**config.mk**
```make
export PLATFORM = sky130hd
export DESIGN_NAME = irq_aggregator
export DESIGN_NICKNAME = d
export VERILOG_FILES = /design/src/rtl/irq_agg_pkg.sv /design/src/rtl/irq_bank.sv /design/src/rtl/irq_cfg.sv /design/src/rtl/irq_aggregator.sv
export SDC_FILE = /design/constraint.sdc
export NUM_CORES = 1
export LEC_CHECK = 0
export ABC_AREA = 1
export BUFFER_PORTS_ARGS = -buffer_cell sky130_fd_sc_hd__buf_2
export CELL_PAD_IN_SITES_DETAIL_PLACEMENT = 0
export CELL_PAD_IN_SITES_GLOBAL_PLACEMENT = 1
export CORE_AREA = 10 10 102 122
export CTS_CLUSTER_SIZE = 10
export DETAILED_ROUTE_END_ITERATION = 10
export DIE_AREA = 0 0 112 132
export GPL_TIMING_DRIVEN = 0
export PLACE_DENSITY_LB_ADDON = 0.1
export SYNTH_ARGS = -nofsm -noshare
export SYNTH_HDL_FRONTEND = slang
export SYNTH_SLANG_ARGS = --single-unit
```
**constraint.sdc**
```tcl
create_clock -name clk -period 1 [get_ports clk]
set_clock_uncertainty 0.05 [all_clocks]
set_input_delay 0.05 -clock clk [delete_from_list [all_inputs] [get_ports clk]]
set_output_delay 0.05 -clock clk [all_outputs]
set_load 0.02 [all_outputs]
```
**src/rtl/irq_agg_pkg.sv**
```systemverilog
package irq_agg_pkg;
   localparam int unsigned REG_W    = 8;
   localparam int unsigned MODE_W   = 4;
   localparam int unsigned GIE_BIT  = 6;
   localparam int unsigned PEND_BIT = 4;
   typedef logic [REG_W-1:0] reg_t;
endpackage

```
**src/rtl/irq_bank.sv**
```systemverilog
module irq_bank
   import irq_agg_pkg::*;
(
   input  logic clk,
   input  logic rst,
   input  reg_t ev_i,
   input  logic flag_rd_i,
   input  logic en_wr_i,
   input  reg_t wdata_i,
   output reg_t flag_o,
   output reg_t en_o,
   output logic hit_o
);
   reg_t flag_q, en_q, capt;

   assign capt = ev_i & en_q;

   always_ff @(posedge clk) begin
      if (rst) begin
         flag_q <= '0;
         en_q   <= '0;
      end else begin
         flag_q <= (flag_rd_i ? '0 : flag_q) | capt;
         if (en_wr_i) en_q <= wdata_i;
      end
   end

   assign flag_o = flag_q;
   assign en_o   = en_q;
   assign hit_o  = |(flag_q & en_q);

   // a bit can only rise where the source was enabled
   a_r2_masked_source: assert property (@(posedge clk) disable iff (rst)
      1'b1 |=> ((flag_q & ~$past(flag_q) & ~$past(en_q)) == '0));
   // after a read, only bits with a fresh event survive
   a_r3_clear_on_read: assert property (@(posedge clk) disable iff (rst)
      flag_rd_i |=> ((flag_q & ~$past(ev_i & en_q)) == '0));
   // an enabled event is never lost, even with a read
   a_r4_event_kept: assert property (@(posedge clk) disable iff (rst)
      1'b1 |=> ((flag_q & $past(ev_i & en_q)) == $past(ev_i & en_q)));
   // without a read, flags never fall
   a_r9_no_clear_without_read: assert property (@(posedge clk) disable iff (rst)
      !flag_rd_i |=> ((~flag_q & $past(flag_q)) == '0));
endmodule

```
**src/rtl/irq_cfg.sv**
```systemverilog
module irq_cfg
   import irq_agg_pkg::*;
(
   input  logic clk,
   input  logic rst,
   input  logic wr_i,
   input  reg_t wdata_i,
   input  logic pend_i,
   output logic gie_o,
   output reg_t cfg_o
);
   logic              gie_q;
   logic [MODE_W-1:0] mode_q;
   logic              unused_wbits;

   assign unused_wbits = ^{wdata_i[7], wdata_i[5:4]};

   always_ff @(posedge clk) begin
      if (rst) begin
         gie_q  <= 1'b1;
         mode_q <= '0;
      end else if (wr_i) begin
         gie_q  <= wdata_i[GIE_BIT];
         mode_q <= wdata_i[MODE_W-1:0];
      end
   end

   always_comb begin
      cfg_o              = '0;
      cfg_o[GIE_BIT]     = gie_q;
      cfg_o[PEND_BIT]    = pend_i;
      cfg_o[MODE_W-1:0]  = mode_q;
   end

   assign gie_o = gie_q;

   // configuration state only changes on a write
   a_r8_cfg_stable: assert property (@(posedge clk) disable iff (rst)
      !wr_i |=> ($stable(gie_q) && $stable(mode_q)));
endmodule

```
**src/rtl/irq_aggregator.sv**
```systemverilog
module irq_aggregator
   import irq_agg_pkg::*;
#(
   parameter int unsigned NUM_BANKS   = 4,
   parameter int unsigned ADDR_W      = 8,
   parameter int unsigned FLAG_BASE   = 4,
   parameter int unsigned EN_BASE     = 8,
   parameter int unsigned CFG_ADDR    = 12,
   parameter bit          REG_IRQ_OUT = 1'b0,
   localparam int unsigned EV_W       = NUM_BANKS * REG_W
) (
   input  logic              clk,
   input  logic              rst,
   input  logic [EV_W-1:0]   ev_i,
   input  logic [ADDR_W-1:0] addr_i,
   input  logic              rd_i,
   input  logic              wr_i,
   input  logic [REG_W-1:0]  wdata_i,
   output logic [REG_W-1:0]  rdata_o,
   output logic              irq_n_o
);
   if (NUM_BANKS < 1 || NUM_BANKS > 8)
      $error("NUM_BANKS out of range");
   if (FLAG_BASE + NUM_BANKS > EN_BASE)
      $error("flag window overlaps enable window");
   if (EN_BASE + NUM_BANKS > CFG_ADDR)
      $error("enable window overlaps configuration address");
   if (CFG_ADDR >= (1 << ADDR_W))
      $error("configuration address exceeds address width");

   reg_t                 flag_q [NUM_BANKS];
   reg_t                 en_q   [NUM_BANKS];
   logic [NUM_BANKS-1:0] hit, flag_sel, en_sel;
   logic                 cfg_sel, pend, gie;
   reg_t                 cfg_img, rd_mux;

   assign cfg_sel = (addr_i == ADDR_W'(CFG_ADDR));
   assign pend    = |hit;

   for (genvar b = 0; b < NUM_BANKS; b++) begin : g_bank
      localparam logic [ADDR_W-1:0] FA = ADDR_W'(FLAG_BASE + b);
      localparam logic [ADDR_W-1:0] EA = ADDR_W'(EN_BASE + b);
      assign flag_sel[b] = (addr_i == FA);
      assign en_sel[b]   = (addr_i == EA);
      irq_bank u_bank (
         .clk       (clk),
         .rst       (rst),
         .ev_i      (ev_i[b*REG_W +: REG_W]),
         .flag_rd_i (rd_i && flag_sel[b]),
         .en_wr_i   (wr_i && en_sel[b]),
         .wdata_i   (wdata_i),
         .flag_o    (flag_q[b]),
         .en_o      (en_q[b]),
         .hit_o     (hit[b])
      );
   end

   irq_cfg u_cfg (
      .clk     (clk),
      .rst     (rst),
      .wr_i    (wr_i && cfg_sel),
      .wdata_i (wdata_i),
      .pend_i  (pend),
      .gie_o   (gie),
      .cfg_o   (cfg_img)
   );

   always_comb begin
      rd_mux = '0;
      for (int b = 0; b < NUM_BANKS; b++) begin
         if (flag_sel[b]) rd_mux = rd_mux | flag_q[b];
         if (en_sel[b])   rd_mux = rd_mux | en_q[b];
      end
      if (cfg_sel) rd_mux = rd_mux | cfg_img;
   end

   assign rdata_o = rd_i ? rd_mux : '0;

   if (REG_IRQ_OUT) begin : g_irq_reg
      logic irq_q;
      always_ff @(posedge clk) begin
         if (rst) irq_q <= 1'b1;
         else     irq_q <= !(gie && pend);
      end
      assign irq_n_o = irq_q;
      // registered line follows the previous cycle's request
      a_r6_irq_reg: assert property (@(posedge clk) disable iff (rst)
         1'b1 |=> (irq_n_o == !($past(gie) && $past(pend))));
   end else begin : g_irq_comb
      assign irq_n_o = !(gie && pend);
      // a low line needs the global enable and an enabled bank hit
      a_r6_irq_needs_gie: assert property (@(posedge clk) disable iff (rst)
         !irq_n_o |-> (gie && (hit != '0)));
   end

   // the read port is silent when no read is issued
   a_r3_idle_rdata: assert property (@(posedge clk) disable iff (rst)
      !rd_i |-> (rdata_o == '0));
   // reserved configuration bits always read zero
   a_r8_reserved_zero: assert property (@(posedge clk) disable iff (rst)
      (rd_i && cfg_sel) |-> (rdata_o[7] == 1'b0 && rdata_o[5] == 1'b0));
   // only one decoded target per address
   a_r10_single_decode: assert property (@(posedge clk) disable iff (rst)
      1'b1 |-> $onehot0({flag_sel, en_sel, cfg_sel}));
endmodule

```
Yosys cells after proc, flatten, opt, wreduce, memory -nomap -nowiden --
Cells that the tools add are included.
Storage, ports and cells: register bits 69, output and inout bits 9
Cells by class: reduce and logical (&&, ||, !) cells 12, bitwise operators 20, equal/unequal tests 9, mux-type cells 14
Operators with widths (number):
- 2-to-1 mux 8 bit | 14
- OR 8 bit | 11
- bitwise AND 8 bit | 8
- equality test 8 x 4 -> 1 bit (second input constant) | 5
- equality test 8 x 3 -> 1 bit (second input constant) | 4
- OR reduction 32 bit | 1
- logical AND 1 bit | 10
- OR 8 x 7 -> 8 bit | 1
- zero test 1 bit | 1

Logic depth before layout (Yosys ltp) --
Gate-level depths: netlist of run 1.
depth in word-level cells 19, gate-level depth with buffers 11, depth with buffers taken out 11

Modules after synthesis --
Synthesis of run 1 repeated with hierarchy kept, for this count alone.
Unflattened totals: cells, all modules 563, area total of the unflattened synthesis 3866.2 µm²
Modules (own cells, without submodules):
- irq_bank | cells each 84, sequential area each 320.3 µm², area an instance 668.1 µm², instances 4
- irq_aggregator | cells each 191, sequential area each 0.0 µm², area an instance 943.4 µm², instances 1
- irq_cfg | cells each 36, sequential area each 100.1 µm², area an instance 250.2 µm², instances 1

Worst setup path before layout of run 1 --
OpenSTA, ideal clock, no wires.
path kind in2out, start point in addr_i[6], end point out rdata_o[7], buffers on the path 2, path slack -0.246 ns, arrival time 1.146 ns, stages 9, cells stage by stage inv_1 -> nand2_2 -> nor2_8 -> buf_6 -> buf_6 -> nand3_1 -> o21ai_0 -> nor2_1 -> a21oi_1
Between the ends: cells in the longest elaborated chain, start to end 19, elaborated cells on any way between the ends 27
Ends and longest elaborated chain:
- from (decl) | RTL line irq_aggregator.sv:15 | input logic [ADDR_W-1:0] addr_i,
- equality test 8 x 3 -> 1 bit | RTL line irq_aggregator.sv:43 | assign flag_sel[b] = (addr_i == FA);
- 2-to-1 mux 8 bit | RTL line irq_aggregator.sv:71 | if (flag_sel[b]) rd_mux = rd_mux | flag_q[b];
- OR 8 bit | RTL line irq_aggregator.sv:72 | if (en_sel[b]) rd_mux = rd_mux | en_q[b];
- 2-to-1 mux 8 bit | RTL line irq_aggregator.sv:72
- OR 8 bit | RTL line irq_aggregator.sv:71
- 2-to-1 mux 8 bit | RTL line irq_aggregator.sv:71
- OR 8 bit | RTL line irq_aggregator.sv:72
- 2-to-1 mux 8 bit | RTL line irq_aggregator.sv:72
- [... 3 more ...]
- 2-to-1 mux 8 bit | RTL line irq_aggregator.sv:72
- OR 8 bit | RTL line irq_aggregator.sv:71
- 2-to-1 mux 8 bit | RTL line irq_aggregator.sv:71
- OR 8 bit | RTL line irq_aggregator.sv:72
- 2-to-1 mux 8 bit | RTL line irq_aggregator.sv:72
- OR 8 x 7 -> 8 bit | RTL line irq_aggregator.sv:74 | if (cfg_sel) rd_mux = rd_mux | cfg_img;
- 2-to-1 mux 8 bit * | RTL line irq_aggregator.sv:74
- 2-to-1 mux 8 bit * | RTL line irq_aggregator.sv:77 | assign rdata_o = rd_i ? rd_mux : '0;
- to (decl) | RTL line irq_aggregator.sv:19 | output logic [REG_W-1:0] rdata_o,
Mark *: on every way between the ends. The rest lies on a longest branch, timed or not.

Final worst setup path of run 1 --
start point reg g_bank[0].u_bank.flag_q[2], end point out rdata_o[4]
Between the ends: cells in the longest elaborated chain, start to end 5
Ends and longest elaborated chain:
- from (decl) | RTL line irq_bank.sv:14 | reg_t flag_q, en_q, capt;
- from (signal assigned) | RTL line irq_bank.sv:23 | flag_q <= (flag_rd_i ? '0 : flag_q) | capt;
- bitwise AND 8 bit | RTL line irq_bank.sv:30 | assign hit_o = |(flag_q & en_q);
- OR reduction 32 bit | RTL line irq_aggregator.sv:38 | assign pend = |hit;
- OR 8 x 7 -> 8 bit | RTL line irq_aggregator.sv:74
- 2-to-1 mux 8 bit | RTL line irq_aggregator.sv:74
- 2-to-1 mux 8 bit | RTL line irq_aggregator.sv:77
Every way passes these cells.

==> results.md, run 1 <==
* Status: finished with violations
* Failing checks: setup timing
* Multi-input gate area at 2347 sq um
* Syn nets at 582
* Area share of the largest cell type after synthesis at 0.3891
* Avg Cell Area, Syn at 6.697 sq um
* Hold WC Path Type: in -> reg
* Initial antenna violation count at 0
* Least-Margin Pin Slew at 0.6245 ns
* Placed Cells incl. Taps at between 700 and 800
* Clock transition at path regs at 0.06 ns
* Dpl cell area at a little over 4000 sq um
* Seq/Total Area, Yosys at 0.3891
* GRT Resource Usage Total at 0.1847
* H-Tree Depth at 3
* CP arrival at ~1.6 ns
* Die W at between 100 and 150 um
* Most instantiated cells after synthesis: nand2_1, dfxtp_1, a21oi_1, inv_1, nor2_1
* Reg-to-reg critical path startpoint: g_bank[0].u_bank.en_o[2]$_SDFFE_PP0P_
* Ys Warns at 0
* Yosys reg bits at 69
* Area grow syn2layout at 65.60%
* Final worst path period share at 1.657
* Final antenna-violating net count at 0
* Final hold vios at 0
* Clk_lat worst skew at 0.34 ns
* Post-route setup TNS at -4.611 ns
* Pleak at 0.002370 uW
* Final setup margin at -0.6570 ns
* Diode count at 0
* Initial DRC Count at 225
* Fmax at 0.6035 GHz
* Vias per Instance at between 5 and 6
* CTS sink count at 69
* Row count at 40
* Full die area at 14780 sq um
* First-pass GRT wire length at 21690 um
* Max-Slew Margin vs Limit at 0.5837
* Startpoint types: register
* Ratio of cells with drive above 1 in the final layout at 0.4342
* Cell Area, Synth at 3550 sq um
* Fillers at 961
* Worst EP required at about 0.90 ns
* Setup CP Type: reg -> out
* Post-synthesis async set-or-reset flop share at 0
* Fin crit period at ~1.7 ns
* GP Congestion at a little under 0.9
* Layout Utilization at 0.5902
* Worst IR Drop VDD at 744.6 uV
* Total wire length at 14480 um
* Num ports at about 60
* Synth Flop Type: dfxtp_1
* # DRC at 0
* Core area at 9960 sq um
* Reg area at between 1000 and 1500 sq um
* Vias at slightly above 4000
* Design Area, Final at 5878 sq um
* Slew Viols, Final at 0
* DP HPWL at 10150 um
* Crit path from: g_bank[0].u_bank.flag_o[2]$_SDFF_PP0_
* EDFF count, synth at 0
* Crit Path Max Fanout at 3
* Setup violators final at 15
* CTS buffer count at 9
* Largest net degree at the start of global routing at 13
* Die Ht at around 130 um
* Synth cell types at 26
* Mean routed wirelength per cell at 17.72 um
* CP peak stage delay at ~0.34 ns
* Setup WS pre-CTS at -0.6675 ns
* Hold wc startpoint: wdata_i[1]
* Ranking of synthesized cells by area: dfxtp_1, nand2_1, a21oi_1
* Max-cap check violation count at 0
* CTS Root Cell: clkbuf_16
* DRT Pass-1 Iters at 5
* Gr ovfl total at 0
* Power Density at 1127 nW/um^2
* # nets final at 738
* Largest area contributor in the netlist: dfxtp_1
* Port bufs at 58
* CTS tree: done
* CTS max path bufs at 2
* Fin cells at 817
* Synth Instances at 530
* RSZ-0062 raised after global routing: true
* Critical path's slowest cell: dfxtp_1
* Most common cell in the synthesized netlist: nand2_1
* Critical-path cell list: nand2_1 > nand2_2 > nor2_4 > nand2_2 > nor2_4 > a21oi_2 > nor2_2 > nor2_2 > buf_6
* CP Capture Type: primary output
* Initial Utilization at 0.3564
* Vias in the first global route at roughly 4000
-- path summary, 6_finish.rpt --
path                                                               to  slack (ns)  cells after the start
worst min register to register           u_cfg.mode_q[2]$_SDFFE_PP0P_        0.41                      2
worst max-delay path                                       rdata_o[4]       -0.66                      9
worst min-delay path            g_bank[0].u_bank.en_o[1]$_SDFFE_PP0P_       0.009                      3
worst max register to register  g_bank[0].u_bank.en_o[2]$_SDFFE_PP0P_        0.17                      3
-- where the power goes --
| part | leakage, uW | internal (uW) | total, uW | switching [uW] |
|---|---|---|---|---|
| Sequential | 0.000573 | 2740 | 2750 | 4.84 |
| Clock | 0.000138 | 1930 | 3220 | 1290 |
| Combinational | 0.00166 | 308 | 656 | 348 |
| Total | 0.00237 | 4970 | 6620 | 1650 |
-- cell families (layout without fill, tap and decap cells) --
kind of cell,after synthesis,count (layout),synth area share
AND/OR/NAND/NOR,270,270,0.3525
AO/OA/AOI/OAI,118,118,0.1720
buffers and inverters,73,234,0.08636
flip-flops,69,69,0.3891
-- what timing repair did --
action | 4_1_cts | 5_1_grt
gates cloned | 1 | 3
endpoints found under the setup margin | 52 | 64
hold buffers | 37 | 0
setup buffers | 21 | 26
hold endpoints to repair | 36 | 0
pin swaps | 22 | 52
gates resized for setup | 110 | 113
-- cell usage in the layout, fill, tap and decap left out, types with 4 or more instances in the layout --
cell type | netlist | layout
buf_6 | 3 | 32
nand2_2 | 5 | 29
dlygate4sd3_1 | 0 | 37
clkbuf_16 | 0 | 11
dfxtp_2 | 0 | 26
inv_2 | 8 | 12
nand3b_1 | 4 | 4
nand2_4 | 4 | 7
nor2_1 | 46 | 26
nand2_1 | 150 | 118
inv_1 | 48 | 39
a21oi_2 | 2 | 8
dfxtp_1 | 69 | 38
clkbuf_1 | 7 | 5
o21ai_1 | 7 | 11
nand2_8 | 0 | 5
dfxtp_4 | 0 | 5
nand3_1 | 42 | 26
o21ai_0 | 41 | 28
nor2_4 | 9 | 16
nand3_4 | 0 | 11
buf_4 | 1 | 30
nand3_2 | 6 | 11
buf_2 | 5 | 47
nor2_2 | 2 | 15
a21oi_1 | 63 | 57
o21ai_2 | 2 | 11
-- layer usage --
layer,part of all wire,global-route usage
met4,0.018,0.06144
met2,0.51,0.3120
met1,0.42,0.2249
met3,0.055,0.04053
met5,0,0
-- final cells by class --
type / count / area share
Inverter: 56 / 0.04151
Clock inverter: 6 / 0.01086
Timing Repair Buffer: 145 / 0.2126
Buffer: 17 / 0.02618
Clock buffer: 10 / 0.03895
Sequential cell: 69 / 0.2437
Tap cell: 126 / 0.02682
Multi-Input combinational cell: 388 / 0.3993
-- critical path, delay by kind of cell, from the launching register on --
| kind | cells | cell delay, ns |
|---|---|---|
| AND/OR/NAND/NOR | 7 | 0.68 |
| flip-flops | 1 | 0.34 |
| buffers and inverters | 1 | 0.13 |
| AO/OA/AOI/OAI | 1 | 0.07 |
-- sequential cells by signal, summed over array words and instances, names as in the netlist --
name,count
g_bank.u_bank.flag_o,32
u_cfg.mode_q,4
g_bank.u_bank.en_o,32
u_cfg.gie_o,1
-- through the flow --
stage | total power [uW] | hold slack [ns]
2_1_floorplan | 3014 | 0.1304
3_3_place_gp | 3221 | 0.2524
3_5_place_dp | 3225 | 0.2578
4_1_cts | 6560 | 0.004357
5_1_grt | 6817 | 0.01083
6_report | 6622 | 0.008640
No activity file was read; power rests on OpenSTA's default activity.
==> run 2: changes to the inputs <==
Settings changed: CTS_BUF_LIST set to sky130_fd_sc_hd__clkbuf_8 sky130_fd_sc_hd__clkbuf_16.
==> results.md, run 2 (same netlist as run 1, synthesis figures left out) <==
* Hold path depth at 3 (unchanged)
* Num ports at 61 (unchanged)
* Total wire length at 14520 um (+0.33%)
* Pleak at 0.002374 uW (+0.18%)
* GRT Resource Usage Total at 0.1847 (unchanged)
* RSZ-0062 raised after global routing: true
* Clk_lat worst skew at 0.34 ns (about the same)
* Leading cell type in the layout, fill and taps excluded: nand2_1
* Worst IR Drop VDD at 745.6 uV (+0.14%)
* Power Density at 1124 nW/um^2 (-0.19%)
* Vias in the first global route at 3971 (unchanged)
* CP arrival at 1.56 ns (about the same)
* Gr ovfl total at 0 (unchanged)
* Design Area, Final at 5878 sq um (unchanged)
* Diode count at 0 (unchanged)
* Row count at 40 (unchanged)
* Full die area at 14780 sq um (unchanged)
* Setup CP Type: reg -> out
* Combinational power share at 0.099 (about the same)
* DP HPWL at 10150 um (unchanged)
* Area grow syn2layout at 65.60% (unchanged)
* Status: finished with violations
* Die W at 112 um (unchanged)
* Failing checks: setup timing
* Startpoint types: register
* Clk network pwr share at 0.485 (about the same)
* Ratio of cells with drive above 1 in the final layout at 0.4342 (unchanged)
* Sw frac at 0.2490 (about the same)
* Clock transition at path regs at 0.06 ns (about the same)
* CP Capture Type: primary output
* Mean routed wirelength per cell at 17.78 um (+0.33%)
* Least-Margin Pin Slew at 0.6464 ns (+0.02191 ns)
* Multi-input gate area at 2347 sq um (unchanged)
* CTS buffer count at 9 (unchanged)
* CTS max path bufs at 2 (unchanged)
* Crit Path Max Fanout at 3 (unchanged)
* Fin crit period at 1.662 ns (+0.005297 ns)
* Cell internal pwr at 4964 uW (-0.21%)
* Max-Slew Margin vs Limit at 0.5691 (-0.01461)
* First-pass GRT wire length at 21690 um (unchanged)
* Fmax at 0.6016 GHz (-0.32%)
* Vias per Instance at 5.005 (about the same)
* Final setup margin at -0.6623 ns (-0.005297 ns)
* Max-cap check violation count at 0 (unchanged)
* R2R depth at 3 (unchanged)
* CTS Root Cell: clkbuf_16
* Final worst path period share at 1.662 (+0.005297)
* R2R setup slack at 0.17 ns (about the same)
* Hold WC Path Type: in -> reg
* Worst EP required at 0.90 ns (about the same)
* GP Congestion at 0.8771 (unchanged)
* Initial Utilization at 0.3564 (unchanged)
* Initial antenna violation count at 0 (unchanged)
* CTS sink count at 69 (unchanged)
* Fillers at 961 (unchanged)
* Final hold vios at 0 (unchanged)
* Most frequent cells in the layout: nand2_1, a21oi_1, buf_2
* Vias at 4089 (+0.049%)
* CTS tree: done
* DRT Pass-1 Iters at 5 (unchanged)
* Initial DRC Count at 247 (+9.8%)
* Die Ht at 132 um (unchanged)
* Port bufs at 58 (unchanged)
* Dpl cell area at 4078 sq um (unchanged)
* # DRC at 0 (unchanged)
* Total Power at 6610 uW (-0.19%)
* Setup violators final at 16 (+1)
* Largest net degree at the start of global routing at 13 (unchanged)
* Slew Viols, Final at 0 (unchanged)
* Core area at 9960 sq um (unchanged)
* Reg area at 1433 sq um (unchanged)
* Sequential Power Share at 0.415 (about the same)
* NetSw at 1646 uW (-0.15%)
* H-Tree Depth at 3 (unchanged)
* Final antenna-violating net count at 0 (unchanged)
* # nets final at 738 (unchanged)
-- run 2: layout make-up --
class                      count  share of cell area
inverter                      56             0.04151
sequential                    69              0.2437
clock buffer                   9             0.03831
clock inverter                 7             0.01149
buffer                        17             0.02618
timing repair buffer         145              0.2126
multi-input combinational    388              0.3993
tap                          126             0.02682
-- run 2: metrics by stage --
| stage | worst slack (ns) | utilization | hold slack, ns | cells | TNS [ns] |
|---|---|---|---|---|---|
| after detailed placement | -0.6675 | 0.4094 | 0.2578 | 714 | -31.32 |
| after CTS | -0.7485 | 0.5279 | 0.004357 | 789 | -4.541 |
| after global placement | -0.6834 | 0.4094 | 0.2524 | 714 | -30.57 |
| after floorplan | -0.1101 | - | 0.1304 | 530 | -0.9489 |
| after global routing | -0.7086 | 0.5902 | 0.01083 | 817 | -6.433 |
| final | -0.6623 | 0.5902 | 0.01064 | 817 | -4.732 |
-- run 2: timing repair --
item | 4_1_cts | 5_1_grt
hold buffers | 37 | 0
pin swaps | 22 | 52
endpoints found under the setup margin | 52 | 64
setup buffers | 21 | 26
gates resized for setup | 110 | 113
hold endpoints to repair | 36 | 0
cloned | 1 | 3
-- run 2: routing by layer --
layer  part of all wire  GRT usage  up-vias
met5                  0          0        -
met3              0.051    0.04053       18
met2               0.51     0.3120      123
met1               0.42     0.2249     1925
met4              0.016    0.06144        0
li1                   -          -     2023
-- run 2: power by group through the flow --
| stage | Clock, uW | Combinational, uW | Sequential (uW) |
|---|---|---|---|
| 3_5_place_dp | 0 | 405 | 2820 |
| 6_report | 3210 | 657 | 2750 |
| 4_1_cts | 3230 | 575 | 2750 |
| 5_1_grt | 3370 | 696 | 2740 |
| 3_3_place_gp | 0 | 401 | 2820 |
| 2_1_floorplan | 0 | 196 | 2820 |
-- run 2: critical path, stage by stage, from the launching register on --
cell and delay [ns]:
dfxtp_1 0.34, nand2_1 0.09, nand2_2 0.07, nor2_4 0.12
nand2_2 0.08, nor2_4 0.14, a21oi_2 0.07, nor2_2 0.12
nor2_2 0.06, buf_6 0.13
-- run 2: worst paths after layout --
check / startpoint / end
max: g_bank[0].u_bank.flag_o[2]$_SDFF_PP0_ / rdata_o[4]
min: wdata_i[1] / g_bank[0].u_bank.en_o[1]$_SDFFE_PP0P_
max reg2reg: g_bank[0].u_bank.en_o[1]$_SDFFE_PP0P_ / g_bank[0].u_bank.en_o[1]$_SDFFE_PP0P_
min reg2reg: u_cfg.mode_q[2]$_SDFFE_PP0P_ / u_cfg.mode_q[2]$_SDFFE_PP0P_
==> run 3: changes to the inputs <==
Settings changed: ABC_AREA 1 to not set, CORE_AREA 10 10 102 122 to 10 10 96 115, DIE_AREA 0 0 112 132 to 0 0 106 125.
==> results.md, run 3 <==
* Status: finished with violations
* Failing checks: setup timing
* GRT Resource Usage Total at 0.1888 (+0.004047)
* Avg Cell Area, Syn at 9.223 sq um (+38%)
* Yosys reg bits at 69 (unchanged)
* CP peak stage delay at 0.59 ns (+0.25 ns)
* Largest area contributor in the netlist: dfxtp_1
* Startpoint types: register
* CP arrival at 2.10 ns (+0.54 ns)
* R2R setup slack at 0.08 ns (-0.09 ns)
* Ys Warns at 0 (unchanged)
* Post-Synth XOR/XNOR Area at 0 (unchanged)
* Synth cell types at 32 (+23%)
* Final antenna-violating net count at 0 (unchanged)
* Vias per Instance at 5.519 (+10%)
* Slew Viols, Final at 0 (unchanged)
* Fin cells at 584 (-29%)
* Die W at 106 um (-5.4%)
* Post-synthesis mux area share at 0.1119 (+0.1119)
* Final worst path period share at 2.198 (+0.5361)
* Fin crit period at 2.198 ns (+0.5361 ns)
* Worst IR Drop VDD at 556.8 uV (-25%)
* Most instantiated cells after synthesis: a22oi_1, dfxtp_1, nor2_1, mux2i_1, nand3_1
* Compound-gate portion of the synthesized area at 0.2368 (+0.06480)
* Setup WS pre-CTS at -0.9347 ns (-0.2671 ns)
* CP Capture Type: primary output
* Die Ht at 125 um (-5.3%)
* Ranking of synthesized cells by area: dfxtp_1, a22oi_1, mux2i_1
* Power Density at 1090 nW/um^2 (-3.1%)
* CTS sink count at 69 (unchanged)
* Fmax at 0.4549 GHz (-24%)
* H-Tree Depth at 3 (unchanged)
* First-pass GRT wire length at 19500 um (-10%)
* EDFF count, synth at 0 (unchanged)
* Post-route setup TNS at -16.71 ns (-11.98 ns)
* Area grow syn2layout at 54.98%
* Initial antenna violation count at 0 (unchanged)
* Leading cell type in the layout, fill and taps excluded: nor2_1
* Area share of the largest cell type after synthesis at 0.4379 (+0.04878)
* Vias at 3223 (-21%)
* Cell Area, Synth at 3154 sq um (-11%)
* # nets final at 511 (-31%)
* Vias in the first global route at 3392 (-15%)
* Clk network pwr share at 0.382 (-0.103)
* Core area at 8843 sq um (-11%)
* Critical path's slowest cell: or4_4
* Most frequent cells in the layout: nor2_1, buf_2, a22oi_2
* Cell internal pwr at 3874 uW (-22%)
* Combinational power share at 0.103 (+0.004)
* Syn nets at 394 (-32%)
* CTS Root Cell: clkbuf_8
* Max-Slew Margin vs Limit at 0.6017 (+0.03260)
* Mean routed wirelength per cell at 21.50 um (+21%)
* Final setup margin at -1.198 ns (-0.5361 ns)
* Total Power at 5328 uW (-19%)
* Sequential Power Share at 0.515 (+0.100)
* Clock transition at path regs at 0.08 ns (+0.02 ns)
* Ratio of cells with drive above 1 in the final layout at 0.5000 (+0.06585)
* Pleak at 0.001826 uW (-23%)
* Max-cap check violation count at 0 (unchanged)
* Crit Path Max Fanout at 3 (unchanged)
* R2R depth at 3 (unchanged)
* Largest family of logic cells by synthesized area: compound AO/OA/AOI/OAI gates
* Setup violators final at 77 (+61)
* Gr ovfl total at 0 (unchanged)
* Port bufs at 58 (unchanged)
* Placed Cells incl. Taps at 520 (-27%)
* DP HPWL at 8885 um (-12%)
* # DRC at 0 (unchanged)
* Worst EP required at 0.90 ns (about the same)
* Hold WC Path Type: in -> reg
* CTS tree: done
* Hold Slack at 0.02920 ns (+0.01857 ns)
* Largest net degree at the start of global routing at 13 (unchanged)
* Final hold vios at 0 (unchanged)
* Initial Utilization at 0.3567 (about the same)
* Clk_lat worst skew at 0.35 ns (about the same)
* Synth Flop Type: dfxtp_1
* NetSw at 1454 uW (-12%)
* Synth Instances at 342 (-35%)
* Full die area at 13250 sq um (-10%)
* Cell family with most CP delay: simple AND/OR/NAND/NOR gates
* Least-Margin Pin Slew at 0.5975 ns (-0.04891 ns)
* Initial DRC Count at 147 (-40%)
* Post-Synth Adder-Cell Area at 0 (unchanged)
* Total wire length at 12560 um (-14%)
* Num ports at 61 (unchanged)
* Diode count at 0 (unchanged)
* Seq/Total Area, Yosys at 0.4379 (+0.04878)
* CTS max path bufs at 2 (unchanged)
* Critical-path cell list: a22oi_2 > nand4_1 > or4_4 > a31o_1 > buf_2
* RSZ-0062 raised after global routing: true
* Post-synthesis async set-or-reset flop share at 0 (unchanged)
* Post-synthesis simple-gate area fraction at 0.1833 (-0.1692)
* GP Congestion at 0.8336 (-5.0%)
* Crit path buf inv count at 1 (unchanged)
* DRT Pass-1 Iters at 4 (-1)
* Row count at 38 (-5.0%)
* Hold path depth at 3 (unchanged)
* Crit. path cell count at 5 (-4)
* Sw frac at 0.2729 (+0.02389)
* Setup CP Type: reg -> out
* CTS buffer count at 9 (unchanged)
[run 3: changes by cell type in the layout (fill, tap and decap cells not counted), sizes merged, moves of 5 or more]
| cell | previous run | this run |
|---|---|---|
| nand2 | 159 | 18 |
| inv | 57 | 1 |
| a211oi | 0 | 5 |
| nor2b | 0 | 10 |
| nand3 | 48 | 20 |
| o21ai | 50 | 2 |
| mux2i | 0 | 24 |
| buf | 116 | 76 |
| a22oi | 0 | 69 |
| o22ai | 2 | 10 |
| a21oi | 65 | 12 |
[run 3: kinds of logic (layout without fill, tap and decap cells)]
kind of cell	Yosys count	count (layout)
and+or+nand+nor	118	118
buffers and inverters	21	143
muxes	30	30
AOI/OAI and AO/OA	104	104
DFF	69	69
[run 3: worst paths after layout]
kind | startpoint | to
max | g_bank[0].u_bank.flag_o[0]$_SDFF_PP0_ | rdata_o[4]
min | wdata_i[1] | u_cfg.mode_q[1]$_SDFFE_PP0P_
max reg2reg | g_bank[3].u_bank.en_o[5]$_SDFFE_PP0P_ | g_bank[3].u_bank.en_o[5]$_SDFFE_PP0P_
min reg2reg | u_cfg.mode_q[0]$_SDFFE_PP0P_ | u_cfg.mode_q[0]$_SDFFE_PP0P_
[run 3: worst register-to-register path, delay by kind of cell, from the launching register on]
kind	cells	cell delay (ns)
buf+inv	1	0.15
simple gates	1	0.06
flops	1	0.37
mux	1	0.15
[run 3: layout make-up]
class | count | area (sq um)
Multi-Input combinational cell | 252 | 2193
Clock buffer | 9 | 123.9
Timing Repair Buffer | 108 | 833.3
Sequential cell | 69 | 1419
Buffer | 19 | 125.1
Tap cell | 120 | 150.1
Fill cell | 848 | 3955
Clock inverter | 7 | 43.79
[run 3: stage by stage]
stage / utilization / area [sq um]
detailed placement: 0.4239 / 3749
floorplan: - / 3308
global placement: 0.4239 / 3749
CTS: 0.5354 / 4735
global route: 0.5528 / 4888
finish: 0.5528 / 4888
[run 3: power groups by stage]
stage	logic [uW]	clock network, uW	registers [uW]
floorplan	157	0	2810
global placement	368	0	2820
detailed placement	369	0	2820
CTS	527	2050	2750
global route	587	2170	2750
finish	549	2030	2750
[run 3: what timing repair did]
item	CTS	global route
endpoints found under the setup margin	78	78
pin swaps	18	9
cloned	1	0
hold buffers	39	0
buffers inserted	6	6
endpoints found under the hold margin	55	0
gates resized for setup	96	51
[run 3: metal layers]
metal | vias to the layer above | track usage | share of wire
met5 | - | 0 | 0
met4 | 0 | 0.08859 | 0.033
met3 | 24 | 0.04779 | 0.062
met2 | 96 | 0.3039 | 0.48
met1 | 1569 | 0.2299 | 0.42
li1 | 1534 | - | -
